[config.mk]
export PLATFORM = sky130hd
export DESIGN_NAME = spare_allocator
export DESIGN_NICKNAME = d
export VERILOG_FILES = /design/src/rtl/spalloc_pkg.sv /design/src/rtl/spalloc_fmap.sv /design/src/rtl/spalloc_book.sv /design/src/rtl/spare_allocator.sv
export SDC_FILE = /design/constraint.sdc
export NUM_CORES = 1
export LEC_CHECK = 0
export ABC_CLOCK_PERIOD_IN_PS = 6200
export CAP_MARGIN = 25
export CELL_PAD_IN_SITES_DETAIL_PLACEMENT = 1
export CELL_PAD_IN_SITES_GLOBAL_PLACEMENT = 1
export CORE_MARGIN = 10
export CORE_UTILIZATION = 48
export CTS_CLUSTER_SIZE = 12
export DETAILED_ROUTE_END_ITERATION = 8
export PLACE_DENSITY_LB_ADDON = 0.1
export SETUP_SLACK_MARGIN = 0.15
export SLEW_MARGIN = 20
export SYNTH_ARGS = -nofsm -noshare
export SYNTH_HDL_FRONTEND = slang
export SYNTH_SLANG_ARGS = --single-unit
[constraint.sdc]
create_clock -name clk -period 6.2 [get_ports clk]
set_clock_uncertainty 0.2 [all_clocks]
set_input_delay 1.24 -clock clk [delete_from_list [all_inputs] [get_ports clk]]
set_output_delay 1.24 -clock clk [all_outputs]
set_load 0.05 [all_outputs]
[src/rtl/spalloc_pkg.sv]
`timescale 1ns/1ps
package spalloc_pkg;

    typedef enum logic [2:0] {
        PH_IDLE,
        PH_RUN,
        PH_ALLOC,
        PH_DRAIN,
        PH_DONE
    } phase_e;

    function automatic int wider(input int a, input int b);
        return (a > b) ? a : b;
    endfunction

endpackage

[src/rtl/spalloc_fmap.sv]
`timescale 1ns/1ps
// Local fault map: an age-ordered list, oldest entry always in slot 0.
module spalloc_fmap #(
    parameter int ROW_W = 8,
    parameter int COL_W = 4,
    parameter int DEPTH = 4,
    localparam int CNT_W = $clog2(DEPTH + 1)
) (
    input  logic             clk,
    input  logic             rst_n,
    input  logic             clear,
    input  logic             push,
    input  logic [ROW_W-1:0] push_row,
    input  logic [COL_W-1:0] push_col,
    input  logic             purge,
    input  logic             purge_by_row,
    input  logic [ROW_W-1:0] purge_row,
    input  logic [COL_W-1:0] purge_col,
    output logic [CNT_W-1:0] count,
    output logic [ROW_W-1:0] tgt_row,
    output logic [COL_W-1:0] tgt_col,
    output logic [CNT_W-1:0] row_hits,
    output logic [CNT_W-1:0] col_hits
);

    typedef struct packed {
        logic             vld;
        logic [ROW_W-1:0] row;
        logic [COL_W-1:0] col;
    } ent_t;

    typedef struct packed {
        ent_t [DEPTH-1:0] ent;
        logic [CNT_W-1:0] cnt;
    } map_t;

    map_t map_d, map_q;
    int   keep_n;
    logic hit;

    always_comb begin
        map_d  = map_q;
        keep_n = 0;
        hit    = 1'b0;
        if (clear) begin
            map_d = '0;
        end else if (push) begin
            for (int i = 0; i < DEPTH; i++) begin
                if (i == int'(map_q.cnt)) begin
                    map_d.ent[i] = '{vld: 1'b1, row: push_row, col: push_col};
                end
            end
            map_d.cnt = map_q.cnt + CNT_W'(1);
        end else if (purge) begin
            map_d.ent = '0;
            for (int i = 0; i < DEPTH; i++) begin
                hit = purge_by_row ? (map_q.ent[i].row == purge_row)
                                   : (map_q.ent[i].col == purge_col);
                if (map_q.ent[i].vld && !hit) begin
                    for (int j = 0; j < DEPTH; j++) begin
                        if (j == keep_n) begin
                            map_d.ent[j] = map_q.ent[i];
                        end
                    end
                    keep_n++;
                end
            end
            map_d.cnt = CNT_W'(keep_n);
        end
    end

    always_comb begin
        row_hits = '0;
        col_hits = '0;
        for (int i = 0; i < DEPTH; i++) begin
            if (map_q.ent[i].vld && (map_q.ent[i].row == map_q.ent[0].row)) begin
                row_hits = row_hits + CNT_W'(1);
            end
            if (map_q.ent[i].vld && (map_q.ent[i].col == map_q.ent[0].col)) begin
                col_hits = col_hits + CNT_W'(1);
            end
        end
    end

    assign count   = map_q.cnt;
    assign tgt_row = map_q.ent[0].row;
    assign tgt_col = map_q.ent[0].col;

    always_ff @(posedge clk or negedge rst_n) begin
        if (!rst_n) begin
            map_q <= '0;
        end else begin
            map_q <= map_d;
        end
    end

endmodule

[src/rtl/spalloc_book.sv]
`timescale 1ns/1ps
// Spare bookkeeping: limits, assigned spare addresses, coverage test.
module spalloc_book #(
    parameter int ROW_W  = 8,
    parameter int COL_W  = 4,
    parameter int MAX_SR = 4,
    parameter int MAX_SC = 4,
    localparam int SRW = $clog2(MAX_SR + 1),
    localparam int SCW = $clog2(MAX_SC + 1)
) (
    input  logic             clk,
    input  logic             rst_n,
    input  logic             start,
    input  logic [SRW-1:0]   cfg_r,
    input  logic [SCW-1:0]   cfg_c,
    input  logic             take_row,
    input  logic             take_col,
    input  logic [ROW_W-1:0] addr_row,
    input  logic [COL_W-1:0] addr_col,
    input  logic [ROW_W-1:0] qry_row,
    input  logic [COL_W-1:0] qry_col,
    output logic             covered,
    output logic             rows_left,
    output logic             cols_left,
    output logic [SRW-1:0]   used_r,
    output logic [SCW-1:0]   used_c,
    output logic [SRW-1:0]   lim_r
);

    typedef struct packed {
        logic [SRW-1:0]                lim_r;
        logic [SCW-1:0]                lim_c;
        logic [SRW-1:0]                used_r;
        logic [SCW-1:0]                used_c;
        logic [MAX_SR-1:0][ROW_W-1:0]  rows;
        logic [MAX_SC-1:0][COL_W-1:0]  cols;
    } book_t;

    book_t book_d, book_q;

    always_comb begin
        book_d = book_q;
        if (start) begin
            book_d       = '0;
            book_d.lim_r = (cfg_r > SRW'(MAX_SR)) ? SRW'(MAX_SR) : cfg_r;
            book_d.lim_c = (cfg_c > SCW'(MAX_SC)) ? SCW'(MAX_SC) : cfg_c;
        end else begin
            if (take_row) begin
                for (int i = 0; i < MAX_SR; i++) begin
                    if (i == int'(book_q.used_r)) book_d.rows[i] = addr_row;
                end
                book_d.used_r = book_q.used_r + SRW'(1);
            end
            if (take_col) begin
                for (int i = 0; i < MAX_SC; i++) begin
                    if (i == int'(book_q.used_c)) book_d.cols[i] = addr_col;
                end
                book_d.used_c = book_q.used_c + SCW'(1);
            end
        end
    end

    always_comb begin
        covered = 1'b0;
        for (int i = 0; i < MAX_SR; i++) begin
            if (i < int'(book_q.used_r) && book_q.rows[i] == qry_row) covered = 1'b1;
        end
        for (int i = 0; i < MAX_SC; i++) begin
            if (i < int'(book_q.used_c) && book_q.cols[i] == qry_col) covered = 1'b1;
        end
    end

    assign rows_left = book_q.used_r < book_q.lim_r;
    assign cols_left = book_q.used_c < book_q.lim_c;
    assign used_r    = book_q.used_r;
    assign used_c    = book_q.used_c;
    assign lim_r     = book_q.lim_r;

    always_ff @(posedge clk or negedge rst_n) begin
        if (!rst_n) begin
            book_q <= '0;
        end else begin
            book_q <= book_d;
        end
    end

endmodule

[src/rtl/spare_allocator.sv]
`timescale 1ns/1ps
module spare_allocator
    import spalloc_pkg::*;
#(
    parameter int ROW_W  = 8,
    parameter int COL_W  = 4,
    parameter int DEPTH  = 4,
    parameter int MAX_SR = 4,
    parameter int MAX_SC = 4,
    localparam int SRW   = $clog2(MAX_SR + 1),
    localparam int SCW   = $clog2(MAX_SC + 1),
    localparam int IDX_W = $clog2(MAX_SR + MAX_SC),
    localparam int DW    = wider(ROW_W, COL_W) + 1
) (
    input  logic             clk,
    input  logic             rst_n,
    input  logic             start,
    input  logic [SRW-1:0]   cfg_spare_rows,
    input  logic [SCW-1:0]   cfg_spare_cols,
    input  logic             flt_valid,
    input  logic [ROW_W-1:0] flt_row,
    input  logic [COL_W-1:0] flt_col,
    input  logic             bist_done,
    output logic             bist_pause,
    output logic             rpr_we,
    output logic [IDX_W-1:0] rpr_idx,
    output logic [DW-1:0]    rpr_val,
    output logic             irreparable,
    output logic             done
);

    localparam int CNT_W = $clog2(DEPTH + 1);
    localparam int PW    = DW - 1;

    typedef struct packed {
        phase_e           phase;
        logic             fin;
        logic             irr;
        logic             we;
        logic [IDX_W-1:0] idx;
        logic [DW-1:0]    val;
    } ctl_t;

    ctl_t ctl_d, ctl_q;

    logic             push, purge, purge_by_row, take_row, take_col;
    logic [CNT_W-1:0] count, row_hits, col_hits;
    logic [ROW_W-1:0] tgt_row;
    logic [COL_W-1:0] tgt_col;
    logic             covered, rows_left, cols_left;
    logic [SRW-1:0]   used_r, lim_r;
    logic [SCW-1:0]   used_c;
    logic             fin_now, prefer_row;

    spalloc_fmap #(.ROW_W(ROW_W), .COL_W(COL_W), .DEPTH(DEPTH)) u_map (
        .clk         (clk),
        .rst_n       (rst_n),
        .clear       (start),
        .push        (push),
        .push_row    (flt_row),
        .push_col    (flt_col),
        .purge       (purge),
        .purge_by_row(purge_by_row),
        .purge_row   (tgt_row),
        .purge_col   (tgt_col),
        .count       (count),
        .tgt_row     (tgt_row),
        .tgt_col     (tgt_col),
        .row_hits    (row_hits),
        .col_hits    (col_hits)
    );

    spalloc_book #(.ROW_W(ROW_W), .COL_W(COL_W), .MAX_SR(MAX_SR), .MAX_SC(MAX_SC)) u_book (
        .clk      (clk),
        .rst_n    (rst_n),
        .start    (start),
        .cfg_r    (cfg_spare_rows),
        .cfg_c    (cfg_spare_cols),
        .take_row (take_row),
        .take_col (take_col),
        .addr_row (tgt_row),
        .addr_col (tgt_col),
        .qry_row  (flt_row),
        .qry_col  (flt_col),
        .covered  (covered),
        .rows_left(rows_left),
        .cols_left(cols_left),
        .used_r   (used_r),
        .used_c   (used_c),
        .lim_r    (lim_r)
    );

    assign prefer_row = col_hits > row_hits;

    always_comb begin
        ctl_d        = ctl_q;
        ctl_d.we     = 1'b0;
        fin_now      = ctl_q.fin | bist_done;
        push         = 1'b0;
        purge        = 1'b0;
        purge_by_row = 1'b0;
        take_row     = 1'b0;
        take_col     = 1'b0;
        if (start) begin
            ctl_d       = '0;
            ctl_d.phase = PH_RUN;
        end else begin
            unique case (ctl_q.phase)
                PH_RUN: begin
                    ctl_d.fin = fin_now;
                    push      = flt_valid && !covered;
                    if (push && count == CNT_W'(DEPTH - 1)) begin
                        ctl_d.phase = fin_now ? PH_DRAIN : PH_ALLOC;
                    end else if (fin_now) begin
                        ctl_d.phase = PH_DRAIN;
                    end
                end
                PH_ALLOC, PH_DRAIN: begin
                    ctl_d.fin = fin_now;
                    if (count == '0) begin
                        ctl_d.phase = PH_DONE;
                    end else begin
                        if ((prefer_row && rows_left) || (!cols_left && rows_left)) begin
                            take_row     = 1'b1;
                            purge_by_row = 1'b1;
                        end else if (cols_left) begin
                            take_col     = 1'b1;
                        end
                        if (take_row || take_col) begin
                            purge    = 1'b1;
                            ctl_d.we = 1'b1;
                            if (take_row) begin
                                ctl_d.idx = IDX_W'(used_r);
                                ctl_d.val = {1'b1, PW'(tgt_row)};
                            end else begin
                                ctl_d.idx = IDX_W'(lim_r) + IDX_W'(used_c);
                                ctl_d.val = {1'b1, PW'(tgt_col)};
                            end
                            if (ctl_q.phase == PH_ALLOC) begin
                                ctl_d.phase = fin_now ? PH_DRAIN : PH_RUN;
                            end
                        end else begin
                            ctl_d.irr   = 1'b1;
                            ctl_d.phase = PH_DONE;
                        end
                    end
                end
                default: ;
            endcase
        end
    end

    always_ff @(posedge clk or negedge rst_n) begin
        if (!rst_n) begin
            ctl_q <= '0;
        end else begin
            ctl_q <= ctl_d;
        end
    end

    assign bist_pause  = ctl_q.phase == PH_ALLOC;
    assign done        = ctl_q.phase == PH_DONE;
    assign irreparable = ctl_q.irr;
    assign rpr_we      = ctl_q.we;
    assign rpr_idx     = ctl_q.idx;
    assign rpr_val     = ctl_q.val;

endmodule

==> results of run 1 <==
## sequential cells by signal (all words and copies together) (netlist names), 3 cells and up
| signal | flops |
|---|---|
| u_map.tgt_row | 8 |
| u_book.lim_r | 3 |
| ctl_q | 4 |
| u_map.count | 3 |
| rpr_idx | 3 |
| u_map.tgt_col | 4 |
| u_book.book_q | 51 |
| u_book.used_r | 3 |
| u_book.used_c | 3 |
| rpr_val | 9 |
| u_map.map_q | 40 |
## routing by layer
layer	GRT usage, %	up-vias	part of all wire, %
li1	-	3081	-
met1	30.4	3555	42
met3	4.62	66	5.1
met2	38.4	223	50
met4	9.53	0	2.7
met5	0	-	0
## cells in the mapped netlist (2+ instances only)
master	n	area share, %
nor4_2	2	0.30
xnor2_1	45	4.8
a22o_1	16	1.7
o21ai_0	26	1.6
o2bb2ai_1	2	0.21
nor4_1	12	0.91
a22oi_1	13	1.2
inv_1	36	1.6
nand2b_1	4	0.30
and2_1	3	0.23
o22ai_1	2	0.15
o221ai_1	12	1.3
nor3b_1	3	0.27
mux2i_1	55	6.7
nand2_1	62	2.8
nand4_1	19	1.4
a211o_1	2	0.21
o311ai_0	2	0.21
ha_1	32	4.9
a21o_1	6	0.55
nor4b_1	12	1.3
o41ai_1	2	0.21
nand3_1	33	2.0
buf_2	29	1.8
xor2_1	50	5.3
a21oi_1	22	1.3
nor3_1	19	1.2
a2111oi_1	12	1.5
buf_6	3	0.41
nand2_2	2	0.15
a211oi_1	9	0.82
nor2_1	73	3.3
clkbuf_1	35	1.6
o211ai_1	15	1.4
o21ai_1	13	0.79
mux2_2	2	0.27
buf_4	13	1.2
a31oi_1	4	0.30
and3_1	4	0.30
or4_1	3	0.27
dfrtp_1	133	40
## stage by stage
step,setup WS (ps),instance area (um2),utilization [%]
4_1_cts,155,9470,56.7
3_3_place_gp,309,8750,52.4
5_1_grt,83.6,9580,57.4
6_report,369,9580,57.4
2_1_floorplan,595,8240,-
3_5_place_dp,-51.7,8750,52.4
## layout by cell type, fill, tap and decap left out, drive strengths merged, types with 3 or more instances in the layout
cell type / synthesis / final
a21oi: 23 / 23
nor4: 14 / 14
a22oi: 13 / 13
ha: 32 / 32
o221ai: 12 / 12
inv: 36 / 37
nand3: 33 / 33
a31oi: 4 / 4
dfrtp: 133 / 133
clkinv: 2 / 6
buf: 46 / 39
xnor2: 45 / 45
a2111oi: 12 / 12
and2: 3 / 3
o31ai: 3 / 3
nand2: 64 / 64
nor3b: 3 / 3
nor4b: 12 / 12
a22o: 16 / 16
o21ai: 39 / 39
clkdlybuf4s50: 0 / 36
clkbuf: 36 / 20
nor3: 20 / 20
nand2b: 4 / 4
bufinv: 0 / 7
nor2: 73 / 73
o211ai: 16 / 16
or4: 4 / 4
xor2: 50 / 50
nand4: 19 / 19
mux2i: 55 / 55
a211oi: 10 / 10
a21o: 6 / 6
and3: 4 / 4
## worst reg2reg max path: cells and delay by family (launching register included)
| kind | cells | cell delay (ps) |
|---|---|---|
| AND/OR/NAND/NOR | 6 | 1240 |
| AO/OA/AOI/OAI | 7 | 1880 |
| adder cells (fa/ha/maj) | 3 | 740 |
| flip-flops | 1 | 390 |
| multiplexers | 1 | 180 |
| buffers and inverters | 5 | 860 |
| XOR/XNOR | 1 | 190 |
## power by group
part / switching, mW / total, mW / internal (mW)
sequential: 0.0971 / 1.04 / 0.941
combinational: 0.822 / 1.33 / 0.508
clock: 0.403 / 1.22 / 0.817
## cell families (layout without fill, tap and decap cells)
group	Yosys count	in the layout	share of synthesized area, %
AOI/OAI and AO/OA	169	169	15.0
and+or+nand+nor	259	259	15.6
muxes	57	57	6.96
adders and majority gates	33	33	5.10
xor gates and xnor gates	95	95	10.1
DFF	133	133	40.4
buffers and inverters	120	145	6.81
## path summary, 6_finish.rpt
path	end	depth (start not counted)	slack, ps	startpoint
hold / removal	rpr_val[7]$_DFFE_PN0P_	1	320	rpr_val[7]$_DFFE_PN0P_
max in group asynchronous	u_map.tgt_row[1]$_DFFE_PN0P_	2	3940	rst_n
min in group asynchronous	rpr_we$_DFF_PN0_	1	630	rst_n
hold reg to reg	rpr_val[7]$_DFFE_PN0P_	1	320	rpr_val[7]$_DFFE_PN0P_
setup reg to reg	u_map.tgt_col[1]$_DFFE_PN0P_	23	370	u_map.tgt_row[5]$_DFFE_PN0P_
setup / recovery	u_map.tgt_col[1]$_DFFE_PN0P_	23	370	u_map.tgt_row[5]$_DFFE_PN0P_
## area by class of cell
class	count	share of cell area, %
inverter	38	1.50
clock inverter	12	2.57
timing repair buffer	75	7.00
clock buffer	20	4.77
tap	220	2.87
sequential	133	34.8
multi-input combinational	613	46.5
## timing repair
action	in CTS	in global routing
endpoints found under the hold margin	0	0
gates resized for setup	2	19
buffers inserted	0	3
gates cloned	0	0
setup endpoints to repair	35	36
pin swaps	0	3
==> flow_summary.toml, run 1 <==
[sta]
drv_slew = 0
period_share_pct = 94.1
fmax_mhz = 171
slew_headroom_pct = 31.9
final.min_clock_period_ps = 5830
timing.hold.ws_ps = 320
rsz0062_at_grt = "false"
hold_viol = 0
fin_setup_tns_ps = 0
worst_slew_pin_slew_ps = 1020
finalSetupViolCount = 0

[final_layout]
layout.nets = 934
fin_cells = 1111
layout.area.seq_um2 = 3330
layout-drive-gt1-share_pct = 12.0
fillCellCount = 1832
syn2layout_area_growth_pct = 16.4
diodes = 0
multi_input_area_um2 = 4460

[synth]
ys_ff_latch = 133
synth-edff-count = 0
synth.net_count = 922
seq_area_frac_synth_pct = 40.4
netlist_area_um2 = 8240
ys_types = 65
yosysWarningCount = 0
ys.flop_type = "dfrtp_1"
synthCells = 866
synthArstFlopShare_pct = 100
syn_area_per_cell_um2 = 9.51

[placement]
dpl.cell_count = 1076
port_buffers = 38
hpwl_mm = 17.8
gp_congestion = 0.871

[floorplan]
rows = 47
core_area_um2 = 16700
die_h_um = 151
fp.dieW_um = 151
start_util_pct = 49.3
pin_count = 39
die_area_um2 = 22800

[setup_path]
cpMaxStageDelayCell = "or4_1"
cp-start-kind = "register"
endpoint_kind = "register"
worstPathCellList = "buf_4 > xor2_1 > nor4_2 > buf_4 > nand3_1 > o21ai_0 > ha_1 > mux2i_1 > ha_1 > a211o_1 > a221oi_4 > o21ai_0 > o211a_2 > buf_4 > clkinv_2 > ha_1 > nand2_1 > or4_1 > nand2_2 > buf_12 > nor3_1 > a2111oi_2 > o21ai_1"
critPathBufInv = 5
required_ps = 6300
crit_type = "reg2reg"
crit_family = "compound AO/OA/AOI/OAI gates"
critical-path-max-stage-delay_ps = 450
crit_arrival_ps = 5930
cp_max_fo = 36

[drt]
wl_mm = 26.8
wl_per_cell_um = 24.1
vias_per_cell = 6.23
drt_iter0_markers = 505
antenna_left = 0
drc_errors = 0
firstDrtPassIters = 5
vias = 6925

[power_and_ir_drop]
vdd_drop_max_v = 0.000213
leakagePower_nw = 4.33
finalPower_mw = 3.59
p_per_area_nw_per_um2 = 374

[grt]
grtUsageTotal_pct = 23.7
grt_pass1_vias = 7372
grt_max_degree = 87
grt.overflow.total = 0
antenna_found_initial = 0
grt_pass1_wl_mm = 41.7

[hold_path]
hp-class = "reg2reg"

[clock_network]
cts_buffer_depth = 2
clk_latency_ps = 430
htree_levels = 4
holdBufCountCts = 0
cts_buffers = 17
cts.reportedPaths.clkPinSlew_ps = 60
clock-sinks = 133
cts_tree = "yes"
cts_root_buf = "clkbuf_16"

[run_status]
status = "completed"

[job]
drv_cap = 0
(Power assumes the default switching activity.)
==> run 2: changes to the inputs <==
--- a/config.mk
+++ b/config.mk
@@ -11,7 +11,7 @@
 export CELL_PAD_IN_SITES_GLOBAL_PLACEMENT = 1
 export CORE_MARGIN = 10
 export CORE_UTILIZATION = 48
-export CTS_CLUSTER_SIZE = 12
+export CTS_CLUSTER_SIZE = 16
 export DETAILED_ROUTE_END_ITERATION = 8
 export PLACE_DENSITY_LB_ADDON = 0.1
 export SETUP_SLACK_MARGIN = 0.15
==> results of run 2 <==
Final layout, timing and power as in run 1 (identical DEF).
